**src/rtl/scan_pkg.sv**
```systemverilog
package scan_pkg;
  parameter int ADDR_W  = 22;
  parameter int PITCH_W = 10;
  typedef logic [ADDR_W-1:0]  qaddr_t;
  typedef logic [PITCH_W-1:0] pitch_t;
endpackage

```
**src/rtl/scan_shadow.sv**
```systemverilog
module scan_shadow #(
  parameter int ADDR_W  = scan_pkg::ADDR_W,
  parameter int PITCH_W = scan_pkg::PITCH_W
) (
  input  logic               clk,
  input  logic               rst_n,
  input  logic [ADDR_W-1:0]  start_i,
  input  logic [PITCH_W-1:0] pitch_i,
  input  logic               upd_i,
  input  logic               vblank_i,
  output logic [ADDR_W-1:0]  work_start_o,
  output logic [PITCH_W-1:0] work_pitch_o
);
  logic [ADDR_W-1:0]  sh_start;
  logic [PITCH_W-1:0] sh_pitch;
  logic               vb_q;
  logic               commit;

  assign commit = vblank_i && !vb_q;

  always_ff @(posedge clk) begin
    if (!rst_n) begin
      sh_start     <= '0;
      sh_pitch     <= '0;
      vb_q         <= 1'b0;
      work_start_o <= '0;
      work_pitch_o <= '0;
    end else begin
      vb_q <= vblank_i;
      if (upd_i) begin
        sh_start <= start_i;
        sh_pitch <= pitch_i;
      end
      if (commit) begin
        work_start_o <= sh_start;
        work_pitch_o <= sh_pitch;
      end
    end
  end

  // working registers move only on a blanking rising edge
  p_commit_edge_r3: assert property (@(posedge clk) disable iff (!rst_n)
    (!$stable(work_start_o) || !$stable(work_pitch_o)) |-> $past(vblank_i) && !$past(vb_q));
endmodule

```
**src/rtl/scan_addr_step.sv**
```systemverilog
module scan_addr_step #(
  parameter int ADDR_W  = scan_pkg::ADDR_W,
  parameter int PITCH_W = scan_pkg::PITCH_W
) (
  input  logic               clk,
  input  logic               rst_n,
  input  logic               frame_i,
  input  logic               line_i,
  input  logic               take_i,
  input  logic [ADDR_W-1:0]  work_start_i,
  input  logic [PITCH_W-1:0] work_pitch_i,
  output logic [ADDR_W-1:0]  base_o,
  output logic [ADDR_W-1:0]  addr_o
);
  localparam int STEP_W = PITCH_W + 1;

  logic [ADDR_W-1:0] step;
  logic [ADDR_W-1:0] next_base;

  generate
    if (ADDR_W > STEP_W) begin : g_ext
      assign step = {{(ADDR_W-STEP_W){1'b0}}, work_pitch_i, 1'b0};
    end else begin : g_trunc
      logic [STEP_W-1:0] wide;
      assign wide = {work_pitch_i, 1'b0};
      assign step = wide[ADDR_W-1:0];
    end
  endgenerate

  assign next_base = base_o + step;

  always_ff @(posedge clk) begin
    if (!rst_n) begin
      base_o <= '0;
      addr_o <= '0;
    end else if (frame_i) begin
      base_o <= work_start_i;
      addr_o <= work_start_i;
    end else if (line_i) begin
      base_o <= next_base;
      addr_o <= next_base;
    end else if (take_i) begin
      addr_o <= addr_o + 1'b1;
    end
  end

  p_frame_load_r4: assert property (@(posedge clk) disable iff (!rst_n)
    frame_i |=> (base_o == $past(work_start_i)) && (addr_o == $past(work_start_i)));
  p_line_follow_r5: assert property (@(posedge clk) disable iff (!rst_n)
    (line_i && !frame_i) |=> (addr_o == base_o) && !$stable(base_o) || ($past(work_pitch_i) == '0));
  p_fetch_step_r6: assert property (@(posedge clk) disable iff (!rst_n)
    (take_i && !line_i && !frame_i) |=> addr_o == $past(addr_o) + 1'b1);
  p_hold_r8: assert property (@(posedge clk) disable iff (!rst_n)
    (!take_i && !line_i && !frame_i) |=> $stable(addr_o) && $stable(base_o));
endmodule

```
**src/rtl/scan_addr_gen.sv**
```systemverilog
module scan_addr_gen #(
  parameter int ADDR_W  = scan_pkg::ADDR_W,
  parameter int PITCH_W = scan_pkg::PITCH_W
) (
  input  logic               clk,
  input  logic               rst_n,
  input  logic [ADDR_W-1:0]  start_qw_i,
  input  logic [PITCH_W-1:0] pitch_i,
  input  logic               upd_req_i,
  input  logic               vblank_i,
  input  logic               frame_start_i,
  input  logic               line_start_i,
  input  logic               fetch_rdy_i,
  output logic               fetch_vld_o,
  output logic [ADDR_W-1:0]  line_base_o,
  output logic [ADDR_W-1:0]  fetch_addr_o
);
  logic [ADDR_W-1:0]  work_start;
  logic [PITCH_W-1:0] work_pitch;
  logic               take;

  assign fetch_vld_o = !vblank_i;
  assign take        = fetch_vld_o && fetch_rdy_i;

  scan_shadow #(.ADDR_W(ADDR_W), .PITCH_W(PITCH_W)) u_shadow (
    .clk          (clk),
    .rst_n        (rst_n),
    .start_i      (start_qw_i),
    .pitch_i      (pitch_i),
    .upd_i        (upd_req_i),
    .vblank_i     (vblank_i),
    .work_start_o (work_start),
    .work_pitch_o (work_pitch)
  );

  scan_addr_step #(.ADDR_W(ADDR_W), .PITCH_W(PITCH_W)) u_step (
    .clk          (clk),
    .rst_n        (rst_n),
    .frame_i      (frame_start_i),
    .line_i       (line_start_i),
    .take_i       (take),
    .work_start_i (work_start),
    .work_pitch_i (work_pitch),
    .base_o       (line_base_o),
    .addr_o       (fetch_addr_o)
  );

  // frame strobe beats a coincident line strobe
  p_frame_wins_r7: assert property (@(posedge clk) disable iff (!rst_n)
    (frame_start_i && line_start_i) |=> line_base_o == $past(work_start));
  p_reset_zero_r1: assert property (@(posedge clk)
    $past(!rst_n) |-> (line_base_o == '0) && (fetch_addr_o == '0));
endmodule

```
**config.mk**
```make
export PLATFORM = sky130hd
export DESIGN_NAME = scan_addr_gen
export DESIGN_NICKNAME = d
export VERILOG_FILES = /design/src/rtl/scan_pkg.sv /design/src/rtl/scan_shadow.sv /design/src/rtl/scan_addr_step.sv /design/src/rtl/scan_addr_gen.sv
export SDC_FILE = /design/constraint.sdc
export NUM_CORES = 1
export LEC_CHECK = 0
export ABC_AREA = 0
export ABC_CLOCK_PERIOD_IN_PS = 1900
export BUFFER_PORTS_ARGS = -buffer_cell sky130_fd_sc_hd__buf_4
export CORE_ASPECT_RATIO = 1.25
export CORE_MARGIN = 10
export CORE_UTILIZATION = 51
export CTS_CLUSTER_DIAMETER = 80
export CTS_CLUSTER_SIZE = 40
export DETAILED_ROUTE_END_ITERATION = 12
export GPL_ROUTABILITY_DRIVEN = 0
export HOLD_SLACK_MARGIN = 0.08
export PLACE_DENSITY = 0.76
export REMOVE_ABC_BUFFERS = 1
export SLEW_MARGIN = 20
export SYNTH_ARGS = -nofsm -noshare
export SYNTH_HDL_FRONTEND = slang
export SYNTH_SLANG_ARGS = --single-unit
```
**constraint.sdc**
```tcl
create_clock -name clk -period 1.9 [get_ports clk]
set_clock_uncertainty 0.05 [all_clocks]
set_input_delay 0.57 -clock clk [delete_from_list [all_inputs] [get_ports clk]]
set_output_delay 0.57 -clock clk [all_outputs]
set_load 0.05 [all_outputs]
```
# After elaboration in Yosys (flattened, before gate mapping)
# Index checks and enable logic that the tools add are counted.
dict set report word_totals {
  register_bits 109
  in_bits 39
  mem_bits_ro 0
  elab_cells 20
  ram_bits 0
  mem_count 0
  latchBits 0
}
dict set report classes {
  bitwise 0
  mux 5
  n_addsub 2
  mul 0
  n_eq_ne 0
  reduce_logical 6
  magnitude_cmp 0
  shifts 0
  div_mod_pow 0
}
# op n
set op_table {}
lappend op_table {{22-bit two-way mux} 5}
lappend op_table {{22-bit by 1-bit adder with 22-bit output, second input constant} 1}
lappend op_table {{22-bit by 11-bit adder with 22-bit output} 1}
lappend op_table {{3-bit nonzero test} 1}
lappend op_table {{1-bit logical AND} 2}
lappend op_table {{1-bit zero test} 2}
lappend op_table {{2-bit nonzero test} 1}

# Longest topological paths before layout
# Gate-level depths: netlist of the first run.
dict set report depth {
  ltp_word 5
  ltp_mapped 8
}

# Modules after synthesis
# From an unflattened synthesis of the first run, not the netlist that was laid out.
dict set report unflattened {
  hier_cells 630
  area_unflattened_um2 5584.1
}
# module area_per_inst_um2 n_inst cells_per_inst
set modules_own_cells {}
lappend modules_own_cells {scan_addr_step 2979.1 1 382}
lappend modules_own_cells {scan_shadow 2595.0 1 246}
lappend modules_own_cells {scan_addr_gen 10.0 1 2}

# Least setup slack after synthesis of the first run
# Ideal clock, no wire load.
dict set report synth_path {
  path_kind {register -> register}
  from {register u_step.base_o[1]}
  to {register u_step.base_o[21]}
  slack_ns -0.592
  n_path_buf 0
  arrival_time_ns 2.368
  t_required_ns 1.776
  path_stages_with_launch 9
  path_cell_list {dfxtp_1 > ha_1 > fa_1 > a21o_1 > nand4_4 > a21oi_2 > o2111ai_2 > or3_1 > a31oi_1}
}
dict set report synth_between {
  elab_chain_cells 3
}
# element line_no
set synth_lines {}
lappend synth_lines {{start, declared} scan_addr_step.sv:12} ;# output logic [ADDR_W-1:0] base_o,
lappend synth_lines {{start signal, assigned} scan_addr_step.sv:37} ;# base_o <= work_start_i;
lappend synth_lines {{start signal, assigned} scan_addr_step.sv:40} ;# base_o <= next_base;
lappend synth_lines {{22-bit by 11-bit adder with 22-bit output} scan_addr_step.sv:30} ;# assign next_base = base_o + step;
lappend synth_lines {{22-bit two-way mux} scan_addr_step.sv:39} ;# end else if (line_i) begin
lappend synth_lines {{22-bit two-way mux} scan_addr_step.sv:36} ;# end else if (frame_i) begin
# No other way between the ends. The select of a mux whose other input is x is not followed.
# A chain may end at the register's enable or synchronous reset.

# Worst setup path in the final report of the first run
dict set report layout_path {
  from {register u_shadow.work_pitch_o[0]}
  to {register u_step.addr_o[11]}
}
dict set report layout_between {
  elab_chain_cells 3
}
# element line_no
set layout_lines {}
lappend layout_lines {{start, declared} scan_shadow.sv:12} ;# output logic [PITCH_W-1:0] work_pitch_o
lappend layout_lines {{start signal, assigned} scan_shadow.sv:36} ;# work_pitch_o <= sh_pitch;
lappend layout_lines {{22-bit by 11-bit adder with 22-bit output} scan_addr_step.sv:30}
lappend layout_lines {{22-bit two-way mux} scan_addr_step.sv:39}
lappend layout_lines {{22-bit two-way mux} scan_addr_step.sv:36}
lappend layout_lines {{end signal, assigned} scan_addr_step.sv:38} ;# addr_o <= work_start_i;
lappend layout_lines {{end signal, assigned} scan_addr_step.sv:41} ;# addr_o <= next_base;
lappend layout_lines {{end signal, assigned} scan_addr_step.sv:43} ;# addr_o <= addr_o + 1'b1;
lappend layout_lines {{end, declared} scan_addr_step.sv:13} ;# output logic [ADDR_W-1:0] addr_o
# No other way between the ends.

==> flow_summary.toml, run 1 <==
[placed_design]
dp_hpwl_um = 12670
io_buffers = 83
place_area_mm2 = 0.006817

[routing]
viasPerCell = 6.217
first_iter_violations = 569
drc = 0
first_pass_iters = 6
ant_nets = 0
vias = 5943
avgRoutedWirePerCell_um = 20.11
wl_um = 19230

[timing]
setup_viol = 31
hold_viol = 0
worstMarginPinSlew_ps = 513.6
finalCritPeriodShare_pct = 119.7
clock.fmax_mhz = 439.8
postLayoutSetupSlackWorst_ps = -373.9
drv_slew = 0
fin_tns_setup_ps = -4831
rsz0062_at_grt = "yes"
fin_crit_ps = 2274
slew_headroom_pct = 65.53

[logic_synthesis]
syn_area_per_cell_um2 = 8.359
yosysTopAreaCell = "dfxtp_1"
synth_most_common_cell = "dfxtp_1"
synthFlopType = "dfxtp_1"
synth-seq-cells = 109
netlist_top_cells_count = "dfxtp_1 (109), nand2_1 (106), a21oi_1 (71), nor2_1 (55), o21ai_0 (41)"
synth.top_cell.area_share_pct = 40.22
synth_area_mm2 = 0.005425
syn_inst = 649
synthArstFlopShare_pct = 0
ys_types = 66
seq_area_frac_synth_pct = 40.22
synth_edf_count = 0
synth_warnings = 0
synth_area_leaders = "dfxtp_1 (40%), nand2_1 (7.3%), mux2i_1 (6.6%)"

[power_and_ir_drop]
peakVddDrop_v = 0.0004833
p_total_mw = 5.190
p_leak_nw = 3.219
power_density_mw_per_mm2 = 669.3

[floorplanning]
io_pins = 84
die_w_um = 112.3
start_util_pct = 51.62
die_h_um = 135.3
rows = 42
dieArea_mm2 = 0.01519
core_area_mm2 = 0.01051

[run]
drv_cap = 0

[worst_setup_path]
cp-end-kind = "register"
critPathArrivalTime_ps = 2470
crit_fanout = 5
cp-start-kind = "register"
critPathRequiredTime_ps = 2100
path_class = "reg2reg"

[clock_network]
cts_buffers = 9
cts_tree = "done"
htreeDepth = 3
clkLatencyLatePin_ps = 360
cts_buffer_depth = 2
cts.sinks = 109
cts-root-buf = "clkbuf_16"
clkSlewWorstSetupHoldPaths_ps = 80

[global_routing]
grt.total_usage_pct = 22.35
grt_max_degree = 89
grt_pass1_wl_um = 28110
antenna_found_initial = 0
grt_overflow = 0
grt_pass1_vias = 5782

[cells_and_area]
final_nets = 870
syn_to_final_growth_pct = 42.94
drive_above_1_share_pct = 36.89
nFillCells = 730
stdcell_area_mm2 = 0.007755
diodes = 0

[worst_hold_path]
min_path_type = "in2reg"

[run_status]
violations = "negative setup slack"
status = "complete, but fails checks"
[critical path, stage by stage (launching register included)]
cell,delay [ps]
dfxtp_2,360
ha_4,140
fa_2,230
a21o_1,210
nand4_4,180
buf_4,200
a21o_1,180
a211oi_2,310
a31oi_1,130
o21a_1,180
[stage by stage]
stage | std cells | util, % | setup WS [ps] | hold WS [ps]
6_report | 956 | 73.79 | -373.9 | 395.5
3_3_place_gp | 923 | 64.86 | -327.3 | 387.6
5_1_grt | 956 | 73.79 | -419.1 | 400.8
2_1_floorplan | 614 | - | -592.0 | 381.2
3_5_place_dp | 923 | 64.86 | -432.4 | 394.9
4_1_cts | 944 | 71.02 | -284.0 | 392.7
[worst paths after layout]
kind	startpoint	to	slack [ps]	cells past startpoint
hold reg to reg	u_shadow.sh_pitch[3]	u_shadow.work_pitch_o[3]	400	2
setup reg to reg	u_shadow.work_pitch_o[0]	u_step.addr_o[11]	-370	9
hold / removal	start_qw_i[20]	u_shadow.sh_start[20]	400	3
setup / recovery	u_shadow.work_pitch_o[0]	u_step.addr_o[11]	-370	9
[repair_timing]
action                                  in CTS  in global routing
hold buffers                                 0                  0
pin swaps                                   50                 35
setup buffers                                6                 12
endpoints found under the setup margin      34                 33
resized for setup                           67                 47
[layout by cell type, fill, tap and decap left out, drive strengths merged, types with 7 or more instances in the layout]
master  synthesis  final
ha             11     11
dfxtp         109    109
a31oi          16     16
a21oi          73     73
clkbuf         24      9
nand4           8      8
a21o            7      7
nor2           55     55
buf            11    194
mux2i          36     36
a211oi          9      9
xnor2           8      8
inv            12     17
o21ai          43     43
and3            8      8
xor2           12     12
nand2         106    106
o22ai           7      7
nor3            9      9
nand3          10     10
[cell type report]
class	instances	area (um^2)	share of cell area, %
inverters	12	45.04	0.5808
flip-flops and latches	109	2206	28.44
multi-input cells	493	3510	45.26
repair buffers	194	1516	19.55
well taps	132	165.2	2.130
clock buffers	9	225.2	2.904
clock inverters	7	87.58	1.129
[kinds of logic after synthesis]
group           synth area share [%]
compound gates                 23.48
xor+xnor                       3.229
fa+ha+maj                      2.906
buf+inv                        3.459
flops                          40.22
mux                            7.057
simple gates                   19.65
[flip-flops by register name, indices dropped and copies added (netlist names)]
| signal | count |
|---|---|
| u_shadow.sh_pitch | 10 |
| u_shadow.sh_start | 22 |
| u_shadow.vb_q | 1 |
| u_shadow.work_pitch_o | 10 |
| u_shadow.work_start_o | 22 |
| u_step.addr_o | 22 |
| u_step.base_o | 22 |
[where the power goes]
part | switching, mW | leakage (nW) | internal (mW)
Clock | 0.946 | 0.155 | 1.06
Combinational | 0.438 | 2.17 | 0.305
Sequential | 0.0699 | 0.898 | 2.37
Total | 1.45 | 3.22 | 3.74
[layer usage]
metal,track usage (%),wire (um),vias up
met1,24.62,6916,2771
met4,11.58,1038,0
met5,0,0,-
li1,-,-,2668
met2,39.59,9680,399
met3,4.610,1591,105
Note: power is estimated with default switching activity, not from simulation.
==> run 2: changes to the inputs <==
- SETUP_SLACK_MARGIN: default -> 0.1
==> run 2 against run 1 <==
Effect of this change: clock power barely moved; design area increased by 1.5%; maximum frequency rose by 3.4%; the run still ends with negative setup slack left; sequential power about the same; highest routed layer unchanged; combinational power is 0.8% higher; total power grew 0.15%; non-clock buffer count increased by 7; first-iteration DRC count is 1.2% higher; critical path type unchanged; clock-buffer cell count unchanged.
==> flow_summary.toml, run 2 (synthesis results as in run 1) <==
[run_status]
status = "complete, but fails checks"
violations = "negative setup slack"

[global_routing]
grt_pass1_wl_um = 29100
grt_max_degree = 89
grt.total_usage_pct = 23.09
antenna_found_initial = 0
grt_overflow = 0
grt_pass1_vias = 5835

[routing]
first_iter_violations = 576
dr_wl_met2_um = 9971
highest_layer = "met4"
avgRoutedWirePerCell_um = 20.16
wl_um = 19410
first_pass_iters = 5
wl_met1_um = 7167
drc = 0
wl_met3_um = 1485
ant_nets = 0
viasPerCell = 6.104
vias = 5878

[floorplanning]
core_area_mm2 = 0.01051
die_w_um = 112.3
start_util_pct = 51.62
io_pins = 84
dieArea_mm2 = 0.01519
rows = 42
die_h_um = 135.3

[timing]
clock.fmax_mhz = 454.9
rsz0062_at_grt = "yes"
drv_slew = 0
hold_viol = 0
holdWs_ps = 396.7
postLayoutSetupSlackWorst_ps = -298.4
slew_headroom_pct = 65.72
fin_crit_ps = 2198
setup_viol = 31
worstMarginPinSlew_ps = 508.8
finalCritPeriodShare_pct = 115.7

[cells_and_area]
syn_to_final_growth_pct = 45.13
final_nets = 877
diodes = 0
stdcell_area_mm2 = 0.007874
final_common_cell = "buf_4"
fin_cells = 963
final_cell_mix = "buf_4 (182), nand2_1 (102), dfxtp_1 (97)"
drive_above_1_share_pct = 37.18

[power_and_ir_drop]
power_density_mw_per_mm2 = 660.2
power_switching_mw = 1.458
p_int_mw = 3.740
peakVddDrop_v = 0.0005380
pwr-share-comb_pct = 14.4
swShare_pct = 28.06
p_leak_nw = 3.273
p_seq_share_pct = 47.0
power_frac_clock_pct = 38.6

[worst_setup_path]
critPathSlowestCell = "dfxtp_2"
reg2reg_setup_slack_ps = -300
cp-end-kind = "register"
rr_worst_depth = 9
cp-start-kind = "register"
critPathArrivalTime_ps = 2400
crit_chain = "ha_4 > fa_2 > a21o_1 > nand4_4 > buf_4 > a21o_1 > a211oi_2 > a31oi_1 > o21a_1"
critPathRequiredTime_ps = 2100
r2r-start = "u_shadow.work_pitch_o[0]"
path_class = "reg2reg"
slowest_delay_ps = 360
crit_fanout = 5
worst_path_most_repeated_cell = "a21o_1"
reg2reg_to = "u_step.addr_o[11]"

[placed_design]
place_area_mm2 = 0.006817
io_buffers = 83
dp.cells = 923
dp_hpwl_um = 12670

[run]
drv_cap = 0

[clock_network]
clkSlewWorstSetupHoldPaths_ps = 80
htreeDepth = 3
cts-hold-fix-buffers = 0
clkLatencyLatePin_ps = 360
cts_buffer_depth = 2
cts_buffers = 9
cts-root-buf = "clkbuf_16"
cts_tree = "done"
cts.sinks = 109

[worst_hold_path]
min_path_type = "in2reg"
min_to = "u_shadow.sh_pitch[2]"
hold_depth = 3
holdCritStartpoint = "pitch_i[2]"
==> run 2: stage by stage <==
| step | power [mW] | util [%] | setup WS (ps) | TNS, ps |
|---|---|---|---|---|
| global placement | 3.145 | 64.86 | -327.3 | -5795 |
| global route | 5.353 | 74.92 | -359.7 | -6211 |
| finish | 5.198 | 74.92 | -298.4 | -4630 |
| CTS | 5.152 | 72.06 | -284.0 | -2210 |
| floorplan | 2.819 | - | -592.0 | -25620 |
| detailed placement | 3.167 | 64.86 | -432.4 | -8529 |
==> run 2: how the worst max path moves through the flow <==
stage | start | to | slack [ps] | cells past startpoint
after floorplan | u_step.base_o[1] | u_step.base_o[21] | -590 | 8
after global placement | u_step.base_o[1] | u_step.addr_o[17] | -330 | 8
after detailed placement | u_step.base_o[1] | u_step.addr_o[17] | -430 | 8
after CTS | u_shadow.work_pitch_o[0] | u_step.addr_o[17] | -280 | 8
after global routing | u_shadow.work_pitch_o[0] | u_step.addr_o[17] | -360 | 8
final | u_shadow.work_pitch_o[0] | u_step.addr_o[11] | -300 | 9
==> run 2: per-layer routing <==
| layer | GRT usage [%] | vias up |
|---|---|---|
| met1 | 26.02 | 2795 |
| met4 | 10.59 | 0 |
| met2 | 41.04 | 312 |
| met3 | 4.433 | 85 |
| li1 | - | 2686 |
| met5 | 0 | - |
==> run 2: critical path, delay by kind of cell (launching register included) <==
| family | cells | cell delay [ps] |
|---|---|---|
| compound gates | 5 | 930 |
| simple gates | 1 | 180 |
| flops | 1 | 360 |
| buf+inv | 1 | 200 |
| fa+ha+maj | 2 | 380 |
==> run 2: area by class of cell <==
cell class,instances,area (um^2)
clock buffer,9,225.2
clock inverter,7,87.58
fill,707,2636
inverter,12,45.04
multi-input combinational,493,3536
sequential,109,2200
tap,132,165.2
timing repair buffer,201,1615
==> run 2: what timing repair did <==
item,4_1_cts,5_1_grt
pin swaps,63,44
setup buffers,12,13
setup endpoints to repair,34,34
gates resized for setup,84,39
hold endpoints to repair,0,0
==> run 2: power by group through the flow <==
stage	logic [mW]	clock network [mW]	registers, mW
3_3_place_gp	0.666	0	2.48
6_report	0.750	2.01	2.44
3_5_place_dp	0.682	0	2.49
4_1_cts	0.713	2.00	2.44
5_1_grt	0.801	2.10	2.45
2_1_floorplan	0.255	0	2.56
==> run 3: changes to the inputs <==
- ABC_CLOCK_PERIOD_IN_PS: 1900 -> 2300
- CELL_PAD_IN_SITES_DETAIL_PLACEMENT: default -> 1
- CELL_PAD_IN_SITES_GLOBAL_PLACEMENT: default -> 1
- CORE_UTILIZATION: 51 -> 42
- PLACE_DENSITY: 0.76 -> default
- PLACE_DENSITY_LB_ADDON: default -> 0.1
- clock period: 1.9 -> 2.3 ns (I/O delays scaled with it)
==> run 3 against run 2 <==
Effect of this change: the run now ends clean; first-iteration DRC count down 49%; sequential share of layout area up 3.6 points; utilization down 20 points; register-to-register slack better by 370 ps; maximum frequency down 1.3%; design area down 12%; combinational power down 28%; die area up 18%; critical path type unchanged; largest cell class unchanged.
==> flow_summary.toml, run 3 (synthesis results as in run 1) <==
[clock_network]
clkSlewWorstSetupHoldPaths_ps = 80
cts-hold-fix-buffers = 0
cts-root-buf = "clkbuf_16"
cts_buffers = 9
cts_tree = "done"
htreeDepth = 3
cts.sinks = 109
clkLatencyLatePin_ps = 360
cts_buffer_depth = 2

[timing]
fin_tns_setup_ps = 0
clock.fmax_mhz = 449.1
postLayoutSetupSlackWorst_ps = 73.48
rsz0062_at_grt = "yes"
setup_viol = 0
finalCritPeriodShare_pct = 96.81
holdWs_ps = 399.3
drv_slew = 0
slew_headroom_pct = 57.76
hold_viol = 0
worstMarginPinSlew_ps = 626.9
fin_crit_ps = 2227

[cells_and_area]
final_cell_mix = "buf_4 (122), nand2_1 (106), dfxtp_1 (105)"
final_common_cell = "buf_4"
stdcell_area_mm2 = 0.006933
final_util_pct = 54.75
drive_above_1_share_pct = 25.10
diodes = 0
syn_to_final_growth_pct = 27.79
nFillCells = 1530
fin_cells = 921
final_nets = 799

[routing]
first_iter_violations = 293
first_pass_iters = 5
vias = 5369
wl_um = 18980
ant_nets = 0
avgRoutedWirePerCell_um = 20.61
viasPerCell = 5.830
drc = 0

[worst_setup_path]
reg2reg_to = "u_step.addr_o[17]"
endpoint = "u_step.addr_o[17]"
reg2reg_setup_slack_ps = 70
startpoint = "u_shadow.work_pitch_o[0]"
path_class = "reg2reg"
rr_worst_depth = 8
cp-end-kind = "register"
crit_fanout = 6
r2r-start = "u_shadow.work_pitch_o[0]"
critPathRequiredTime_ps = 2510
critPathArrivalTime_ps = 2430
cp-start-kind = "register"

[placed_design]
io_buffers = 83
pre_cts_ws_ps = -109.4
dp.cells = 898
place_area_mm2 = 0.006381
dp_hpwl_um = 13420

[global_routing]
grt_overflow = 0
grt.total_usage_pct = 20.75
grt_pass1_wl_um = 29940
grt_max_degree = 61
antenna_found_initial = 0
grt_pass1_vias = 5652

[floorplanning]
rows = 46
start_util_pct = 42.85
dieArea_mm2 = 0.01789
die_h_um = 147.1
io_pins = 84
core_area_mm2 = 0.01266
die_w_um = 121.7

[run_status]
status = "completed"

[power_and_ir_drop]
p_total_mw = 4.235
power_density_mw_per_mm2 = 610.9
p_leak_nw = 2.838
peakVddDrop_v = 0.0003605

[run]
drv_cap = 0

[worst_hold_path]
min_path_type = "reg2reg"
holdCritStartpoint = "u_shadow.sh_start[11]"
## run 3: cell count changes in the layout (fill, tap and decap cells not counted), sizes merged
cell      before  now
buf          201  123
clkbuf         9   11
inv           17   15
clkinv         1    0
clkinvlp       0    1
## run 3: metal layers
layer / routed length [um] / vias up / part of all wire [%] / GRT usage, %
li1: - / 2527 / - / -
met1: 7870 / 2664 / 41 / 23.73
met2: 9945 / 147 / 52 / 37.39
met3: 767 / 31 / 4.0 / 4.256
met4: 395 / 0 / 2.1 / 6.272
met5: 0 / - / 0 / 0
## run 3: what timing repair did
item	in CTS	in global routing
endpoints found under the hold margin	0	0
endpoints found under the setup margin	25	25
pin swaps	10	9
gates resized for setup	15	27
buffers inserted	3	4
## run 3: worst min path at each step
stage	endpoint	slack, ps	cells past startpoint
5_1_grt	u_shadow.work_pitch_o[3]	430	2
3_5_place_dp	u_shadow.work_start_o[11]	400	2
2_1_floorplan	u_shadow.work_start_o[10]	380	2
6_report	u_shadow.work_start_o[11]	400	2
4_1_cts	u_shadow.work_start_o[11]	410	2
3_3_place_gp	u_shadow.work_pitch_o[2]	390	2
## run 3: cell type report
class                      instances  area (um^2)  area share (%)
clock inverter                     5        63.81          0.9204
timing repair buffer             123        935.9           13.50
tap                              168        210.2           3.032
inverter                          12        45.04          0.6497
clock buffer                      11        252.7           3.646
sequential                       109         2187           31.55
multi-input combinational        493         3238           46.71
## run 3: critical path, cell delays in order (launching register included)
cell,delay (ps)
dfxtp_2,370
ha_4,160
fa_2,220
a21o_1,200
nand4_4,180
a2111oi_4,390
o211a_1,200
nor2_1,60
a311oi_1,290
## run 3: power breakdown
group / internal [mW] / total, mW / leakage, nW / switching [mW]
registers: 1.96 / 2.02 / 0.891 / 0.0619
clock network: 0.918 / 1.68 / 0.153 / 0.758
logic: 0.203 / 0.539 / 1.79 / 0.336
